===== src/rtl/div_pkg.sv =====
package div_pkg;
    typedef enum logic {
        ST_COUNT = 1'b0,
        ST_HALT  = 1'b1
    } div_state_e;
endpackage


===== src/rtl/div_edge_det.sv =====
module div_edge_det (
    input  logic clk,
    input  logic rst_n,
    input  logic sig_i,
    output logic rise_o
);
    logic sig_q;

    always_ff @(posedge clk or negedge rst_n) begin
        if (!rst_n) sig_q <= 1'b0;
        else        sig_q <= sig_i;
    end

    assign rise_o = sig_i & ~sig_q;
endmodule


===== src/rtl/div_shadow.sv =====
module div_shadow #(
    parameter int CW      = 11,
    parameter int RST_VAL = 16
) (
    input  logic          clk,
    input  logic          rst_n,
    input  logic          wr_stb,
    input  logic [CW-1:0] wr_val,
    input  logic          direct,   // write goes straight to the active value
    input  logic          take,     // adopt the pending value, if any
    output logic [CW-1:0] rl_val    // value a reload would use now
);
    logic [CW-1:0] act_q;
    logic [CW-1:0] pend_q;
    logic          pflag_q;

    assign rl_val = pflag_q ? pend_q : act_q;

    always_ff @(posedge clk or negedge rst_n) begin
        if (!rst_n) begin
            act_q   <= CW'(RST_VAL);
            pend_q  <= '0;
            pflag_q <= 1'b0;
        end else if (wr_stb && direct) begin
            act_q   <= wr_val;
            pflag_q <= 1'b0;
        end else if (wr_stb) begin
            if (take) act_q <= rl_val;
            pend_q  <= wr_val;
            pflag_q <= 1'b1;
        end else if (take) begin
            act_q   <= rl_val;
            pflag_q <= 1'b0;
        end
    end
endmodule


===== src/rtl/div_reload_counter.sv =====
module div_reload_counter
    import div_pkg::*;
#(
    parameter int CW      = 11,
    parameter int RST_DIV = 16
) (
    input  logic          clk,
    input  logic          rst_n,
    input  logic          pwr_n,
    input  logic          sig_in,
    input  logic          wr_stb,
    input  logic [CW-1:0] wr_val,
    input  logic          force_mode,
    output logic          tc_o,
    output logic [CW-1:0] count_o
);
    localparam logic [CW-1:0] ALL_ONES = {CW{1'b1}};

    // Reload count for a value: ratio-1, with a ratio floor of 2.
    function automatic logic [CW-1:0] reload_of(input logic [CW-1:0] v);
        return (v < CW'(2)) ? CW'(1) : v - CW'(1);
    endfunction

    div_state_e    state_q, state_d;
    logic [CW-1:0] count_q;
    logic          rise;
    logic [CW-1:0] rl_val;
    logic          halted, wrap, forced;

    div_edge_det u_edge (
        .clk    (clk),
        .rst_n  (rst_n),
        .sig_i  (sig_in),
        .rise_o (rise)
    );

    assign halted = (state_q == ST_HALT);
    assign forced = wr_stb && force_mode && !halted;
    assign wrap   = !halted && rise && (count_q == '0) && !forced;

    div_shadow #(.CW(CW), .RST_VAL(RST_DIV)) u_shadow (
        .clk    (clk),
        .rst_n  (rst_n),
        .wr_stb (wr_stb),
        .wr_val (wr_val),
        .direct (force_mode || halted),
        .take   (halted || wrap),
        .rl_val (rl_val)
    );

    // State register
    always_ff @(posedge clk or negedge rst_n) begin
        if (!rst_n) state_q <= ST_COUNT;
        else        state_q <= state_d;
    end

    always_comb begin
        state_d = state_q;
        unique case (state_q)
            ST_COUNT: if (!pwr_n) state_d = ST_HALT;   // PWR_DOWN
            ST_HALT:  if (pwr_n)  state_d = ST_COUNT;  // WAKE
            default:  state_d = ST_COUNT;
        endcase
    end

    // Outputs
    always_comb begin
        tc_o = 1'b0;
        unique case (state_q)
            ST_COUNT: tc_o = (count_q == '0);
            ST_HALT:  tc_o = 1'b0;
            default:  tc_o = 1'b0;
        endcase
    end

    // Counter datapath
    always_ff @(posedge clk or negedge rst_n) begin
        if (!rst_n) begin
            count_q <= reload_of(CW'(RST_DIV));
        end else if (halted) begin
            count_q <= reload_of(wr_stb ? wr_val : rl_val);
        end else if (forced) begin
            count_q <= reload_of(wr_val);
        end else if (rise) begin
            count_q <= (count_q == '0) ? reload_of(rl_val) : count_q - CW'(1);
        end
    end

    assign count_o = count_q;


    dec_step_chk: assert property (@(posedge clk) disable iff (!rst_n)
        (!halted && rise && count_q != '0 && !(wr_stb && force_mode))
        |=> count_q == $past(count_q) - CW'(1));


    hold_idle_chk: assert property (@(posedge clk) disable iff (!rst_n)
        (!halted && !rise && !wr_stb) |=> $stable(count_q));


    force_load_chk: assert property (@(posedge clk) disable iff (!rst_n)
        (!halted && wr_stb && force_mode)
        |=> count_q == (($past(wr_val) < CW'(2)) ? CW'(1) : $past(wr_val) - CW'(1)));


    min_ratio_chk: assert property (@(posedge clk) disable iff (!rst_n)
        (!halted && rise && count_q == '0) |=> count_q != '0);


    halt_quiet_chk: assert property (@(posedge clk) disable iff (!rst_n)
        halted |-> !tc_o);


    range_chk: assert property (@(posedge clk) disable iff (!rst_n)
        count_q != ALL_ONES);
endmodule


===== config.mk =====
export PLATFORM = sky130hd
export DESIGN_NAME = div_reload_counter
export DESIGN_NICKNAME = d
export VERILOG_FILES = /design/src/rtl/div_pkg.sv /design/src/rtl/div_edge_det.sv /design/src/rtl/div_shadow.sv /design/src/rtl/div_reload_counter.sv
export SDC_FILE = /design/constraint.sdc
export NUM_CORES = 1
export LEC_CHECK = 0
export CAP_MARGIN = 15
export CORE_AREA = 2 2 76 85
export CTS_CLUSTER_SIZE = 20
export DETAILED_ROUTE_END_ITERATION = 6
export DIE_AREA = 0 0 78 87
export PLACE_DENSITY = 0.8
export RECOVER_POWER = 50
export SLEW_MARGIN = 40
export SYNTH_ARGS = -nofsm -noshare
export SYNTH_HDL_FRONTEND = slang
export SYNTH_SLANG_ARGS = --single-unit
export TNS_END_PERCENT = 1

===== constraint.sdc =====
create_clock -name clk -period 2.75 [get_ports clk]
set_input_delay 0.275 -clock clk [delete_from_list [all_inputs] [get_ports clk]]
set_output_delay 0.275 -clock clk [all_outputs]
set_load 0.01 [all_outputs]

Word level (Yosys, flattened, before mapping)
Index checks and enable logic that the tools add are counted.
- mux-type cells: 16
- add/sub/neg operators: 4
- reductions and logical operators: 15
- bitwise gates (word level): 4
- $lt $le $gt $ge: 3
- operators by type and width (operator ; number):
    two-way mux 11 bit ; 11
    subtractor 11 x 1 -> 11 bit (second input constant) ; 4
    < comparator 11 x 2 -> 1 bit (second input constant) ; 3
    logical NOT 11 bit ; 1
    logical AND 1 bit ; 6
    nonzero test 3 bit ; 2
    two-way mux 1 bit ; 4
    NOT 1 bit ; 3
    logical NOT 1 bit ; 2
    logical OR 1 bit ; 2
    case mux 1 bit (2 select lines) ; 1
    AND reduction 2 bit ; 1
    nonzero test 2 bit ; 1
    bitwise AND 1 bit ; 1
- input bits: 17
- flip-flop bits (word level): 36
- word-level logic and storage cells: 48
- output and inout port bits: 12

Longest topological paths before layout
- depth in word-level cells: 9
- mapped depth: 9
- depth with buffers taken out: 8

Cells and area by module
Synthesis repeated with hierarchy kept, for this count alone.
- cells, all modules: 315
- area, all modules: 2915.3 µm²
- by module, submodules not included (module ; area each (µm²) ; instances ; cells an instance):
    div_reload_counter ; 1747.9 ; 1 ; 226
    div_shadow ; 1128.6 ; 1 ; 87
    div_edge_det ; 38.8 ; 1 ; 2

Worst setup path after synthesis
No wires, ideal clock.
- path type: register to register
- from: register count_q[5], in the netlist count_o[5]
- to: register count_q[9], in the netlist count_o[9]
- cell stages (with the launch flop): 8
- slack: 0.292 ns
- data arrival time: 2.336 ns
- path buffers: 1
- setup time: 0.121 ns
- clock period less this slack: 2.458 ns
- required time: 2.629 ns
- cell sequence: dfrtp_1 or4_1 buf_2 nor4_1 mux2_2 a221o_1 a41o_1 o22a_1
- longest elaborated chain between the ends: 5
- ends and longest elaborated chain (item ; line ; text):
    start: declaration ; div_reload_counter.sv:25 ; logic [CW-1:0] count_q;
    start signal: assignment ; div_reload_counter.sv:79 ; count_q <= reload_of(CW'(RST_DIV));
    start signal: assignment ; div_reload_counter.sv:81 ; count_q <= reload_of(wr_stb ? wr_val : rl_val);
    start signal: assignment ; div_reload_counter.sv:83 ; count_q <= reload_of(wr_val);
    subtractor 11 x 1 -> 11 bit / logical NOT 11 bit (equally long branches) ; div_reload_counter.sv:85 ; count_q <= (count_q == '0) ? reload_of(rl_val) : count_q - CW'(1);
    two-way mux 11 bit * ; div_reload_counter.sv:85 ;
    two-way mux 11 bit * ; div_reload_counter.sv:84 ; end else if (rise) begin
    two-way mux 11 bit * ; div_reload_counter.sv:82 ; end else if (forced) begin
    two-way mux 11 bit * ; div_reload_counter.sv:80 ; end else if (halted) begin
Mark *: on every way between the ends. The rest lies on a longest branch, timed or not. The select of a mux whose other input is x is not followed.
A chain may end at the register's enable or synchronous reset.

Final worst setup path
- from: register u_shadow.pflag_q
- to: register count_q[4], in the netlist count_o[4]
- longest elaborated chain between the ends: 7
- ends and longest elaborated chain (item ; line ; text):
    start: declaration ; div_shadow.sv:15 ; logic pflag_q;
    start signal: assignment ; div_shadow.sv:23 ; pflag_q <= 1'b0;
    start signal: assignment ; div_shadow.sv:26 ; pflag_q <= 1'b0;
    start signal: assignment ; div_shadow.sv:30 ; pflag_q <= 1'b1;
    two-way mux 11 bit * ; div_shadow.sv:17 ; assign rl_val = pflag_q ? pend_q : act_q;
    subtractor 11 x 1 -> 11 bit / < comparator 11 x 2 -> 1 bit (equally long branches) ; div_reload_counter.sv:21 ; return (v < CW'(2)) ? CW'(1) : v - CW'(1);
    two-way mux 11 bit ; div_reload_counter.sv:21 ;
    two-way mux 11 bit ; div_reload_counter.sv:85 ;
    two-way mux 11 bit ; div_reload_counter.sv:84 ;
    two-way mux 11 bit ; div_reload_counter.sv:82 ;
    two-way mux 11 bit * ; div_reload_counter.sv:80 ;
    end signal: assignment ; div_reload_counter.sv:81 ;
    end signal: assignment ; div_reload_counter.sv:83 ;
    end signal: assignment ; div_reload_counter.sv:85 ;
Marks and branches as above.

==> summary.md <==
| Metric | Value |
|---|---|
| Clock tree buffer depth | `2` |
| Worst-case reg-to-reg path depth | `8` |
| Metal2 WL | `4365 µm` |
| Worst slew margin | `44.44%` |
| Final worst-path setup slack | `210.5 ps` |
| CP required | `2910 ps` |
| First-pass GRT wire length | `15400 µm` |
| Largest net degree at the start of global routing | `37` |
| Endpoints failing hold | `0` |
| FFs w/ async S/R, synth | `100.0%` |
| Syn-to-layout area delta | `22.66%` |
| Worst hold-check path type | `in2async` |
| Final std cells w/o fill | `499` |
| Met1 WL | `3627 µm` |
| # IOs | `29` |
| Layout cell share with drive strength beyond 1 | `22.91%` |
| Root Buffer Master | `clkbuf_8` |
| Worst-Skew Late Latency | `290 ps` |
| Pwr dens | `536.0 nW/µm²` |
| CTS tree | `done` |
| CTS sink cnt | `36` |
| Detail Route Antenna Nets | `0` |
| P_int | `1.313 mW` |
| Pre-antenna DRT Iters | `5` |
| CP most frequent cell | `buf_4` |
| Mean post-synth cell area | `8.584 µm²` |
| Worst Tran Pin Value | `827.0 ps` |
| Sequential element share of the synthesized area | `28.87%` |
| Antenna Cells | `0` |
| Fmax | `0.3938 GHz` |
| Drt first-iter violations | `415` |
| Worst setup EP type | `register` |
| Setup Viol. Count Final | `0` |
| Critical path depth | `8` |
| FF/Latch Area | `908.4 µm²` |
| Final Max Tran Viols | `0` |
| WHS | `468.2 ps` |
| Max-cap viol count | `0` |
| IO Port Bufs | `28` |
| Slowest stage cell, crit path | `dfrtp_2` |
| DRC | `0` |
| Final core utilization | `64.17%` |
| Clk_skew | `6.117 ps` |
| DR vias/cell | `6.393` |
| Hold_buf cts | `0` |
| Filler cells | `526` |
| VDD IR max | `0.3413 mV` |
| DP HPWL | `7064 µm` |
| Initial Util | `52.31%` |
| Top Family by Delay on Critical Path | `multiplexers` |
| Top FF cell, synth | `dfrtp_1` |
| Area of the multi-input gates | `2071 µm²` |
| Synthesis Warnings | `0` |
| Die height | `87 µm` |
| Worst EP arrival | `2700 ps` |
| Slowest cell delay on critical path | `450 ps` |
| Syn Nets | `388` |
| Mapped Area | `3142 µm²` |
| Core area | `6006 µm²` |
| Outcome | `finished, final reports clean` |
| Critical path, cell by cell | `buf_12, mux2_2, mux2i_1, nand4_1, buf_4, o31ai_4, buf_4, o221ai_1` |
| Vias in the first global route | `3125` |
| Clock share of power | `22.8%` |
| Final nets | `440` |
| Comb pwr share | `39.4%` |
| Area of the die | `6786 µm²` |
| Sw Ratio | `36.45%` |
| Rows | `30` |
| Met3 WL | `803 µm` |
| H-tree depth | `2` |
| Most frequent cells in the layout | `39 x buf_4, 35 x nor2_1, 30 x dfrtp_1` |
| Total GRT Usage | `28.53%` |
| Leakage | `1.493 nW` |
| WS Path Type | `reg2reg` |
| Fin crit share | `92.35%` |
| Synthesized flop and latch total | `36` |
| CP bufs+invs | `3` |
| Crit path time final | `2539 ps` |
| GPL Wtd Cong | `0.9704` |
| Distinct cells, synth | `64` |
| Startpoint types | `register` |
| WL/cell | `18.45 µm` |
| RSZ-0062 raised after global routing | `false` |
| Initial antenna violation count | `0` |
| Place WS | `-7.942 ps` |
| WL final | `9206 µm` |
| Routed vias | `3190` |
| Mapped Cells | `366` |
| Top routing layer in use | `met4` |
| CTS buffer count | `5` |
| Worst-path clk slew | `80 ps` |
| FF-to-FF setup slack | `210 ps` |
| Commonest non-fill, non-tap cell in the layout | `buf_4` |
| Seq pwr share | `37.8%` |
| Placed Cells | `488` |
| Total grt overflow | `0` |
| Post-synth EDFFs | `0` |
| Worst-path maximum fanout | `22` |
| Die W | `78 µm` |
| Switch Pwr | `0.7529 mW` |
| Setup TNS | `0 ps` |
## sequential cells by signal, summed over array words and instances (netlist names)
signal            cells
u_edge.sig_q          1
u_shadow.pend_q      11
count_o              11
u_shadow.pflag_q      1
halted                1
u_shadow.act_q       11
## per-layer routing
| metal | track usage, % | vias up |
|---|---|---|
| met4 | 13.72 | 0 |
| met2 | 49.22 | 186 |
| li1 | - | 1473 |
| met5 | 0 | - |
| met1 | 34.20 | 1491 |
| met3 | 5.602 | 40 |
## cell usage after synthesis (4+ instances only)
cell | instances | area [µm²]
a21oi_1 | 9 | 45.04
a21oi_2 | 7 | 61.31
a22oi_1 | 4 | 30.03
buf_2 | 9 | 45.04
clkbuf_1 | 14 | 52.55
dfrtp_1 | 31 | 775.7
dfstp_2 | 5 | 131.4
ha_1 | 5 | 62.56
inv_1 | 17 | 63.81
mux2_2 | 25 | 281.5
mux2i_1 | 14 | 140.1
nand2_1 | 20 | 75.07
nand3_1 | 11 | 55.05
nor2_1 | 35 | 131.4
nor3_1 | 24 | 120.1
nor3b_1 | 7 | 52.55
nor4_1 | 4 | 25.02
o21ai_0 | 16 | 80.08
o22ai_1 | 8 | 50.05
or3_1 | 7 | 43.79
or4_1 | 5 | 37.54
xnor2_1 | 16 | 140.1
xor2_1 | 9 | 78.83
## power groups by stage
stage | sequential [mW] | combinational (mW) | clock [mW]
2_1_floorplan | 0.748 | 0.509 | 0
3_3_place_gp | 0.777 | 0.776 | 0
3_5_place_dp | 0.784 | 0.795 | 0
4_1_cts | 0.775 | 0.805 | 0.477
5_1_grt | 0.796 | 0.886 | 0.500
6_report | 0.780 | 0.814 | 0.471
## cell families (layout without fill, tap and decap cells)
family          Yosys count  count (layout)  synth area share (%)
xor+xnor                 25              25                 6.969
mux                      39              39                 13.42
simple gates            132             132                 21.78
fa+ha+maj                 5               5                 1.991
buf+inv                  41              94                 5.496
compound gates           88              88                 21.47
flops                    36              36                 28.87
## cell type report
| class | count | share of cell area (%) |
|---|---|---|
| clock buffers | 5 | 1.786 |
| flip-flops and latches | 36 | 23.57 |
| inverters | 17 | 1.656 |
| well taps | 80 | 2.597 |
| repair buffers | 69 | 15.55 |
| multi-input cells | 289 | 53.73 |
| clock inverters | 3 | 1.104 |
## stage by stage
stage,instance area (µm²),power [mW]
finish,3854,2.065
global route,3854,2.182
CTS,3826,2.058
detailed placement,3711,1.579
global placement,3711,1.552
floorplan,3142,1.258
## worst register-to-register path, cell delays in order, from the launching register on
cell      delay [ps]
dfrtp_2          450
buf_12           180
mux2_2           360
mux2i_1          300
nand4_1          270
buf_4            220
o31ai_4          330
buf_4            190
o221ai_1         120
## worst paths after layout
check | startpoint | endpoint
setup / recovery | u_shadow.pflag_q | count_o[4]
hold / removal | rst_n | count_o[9]
setup reg to reg | u_shadow.pflag_q | count_o[4]
hold reg to reg | count_o[1] | count_o[1]
max in group asynchronous | rst_n | u_shadow.act_q[4]
min in group clk | count_o[1] | count_o[1]
## timing repair
action | 4_1_cts | 5_1_grt
cloned | 0 | 0
buffers inserted | 0 | 3
setup endpoints to repair | 1 | 3
gates resized for setup | 1 | 3
pin swaps | 0 | 3
Note: power is estimated with default switching activity, not from simulation.
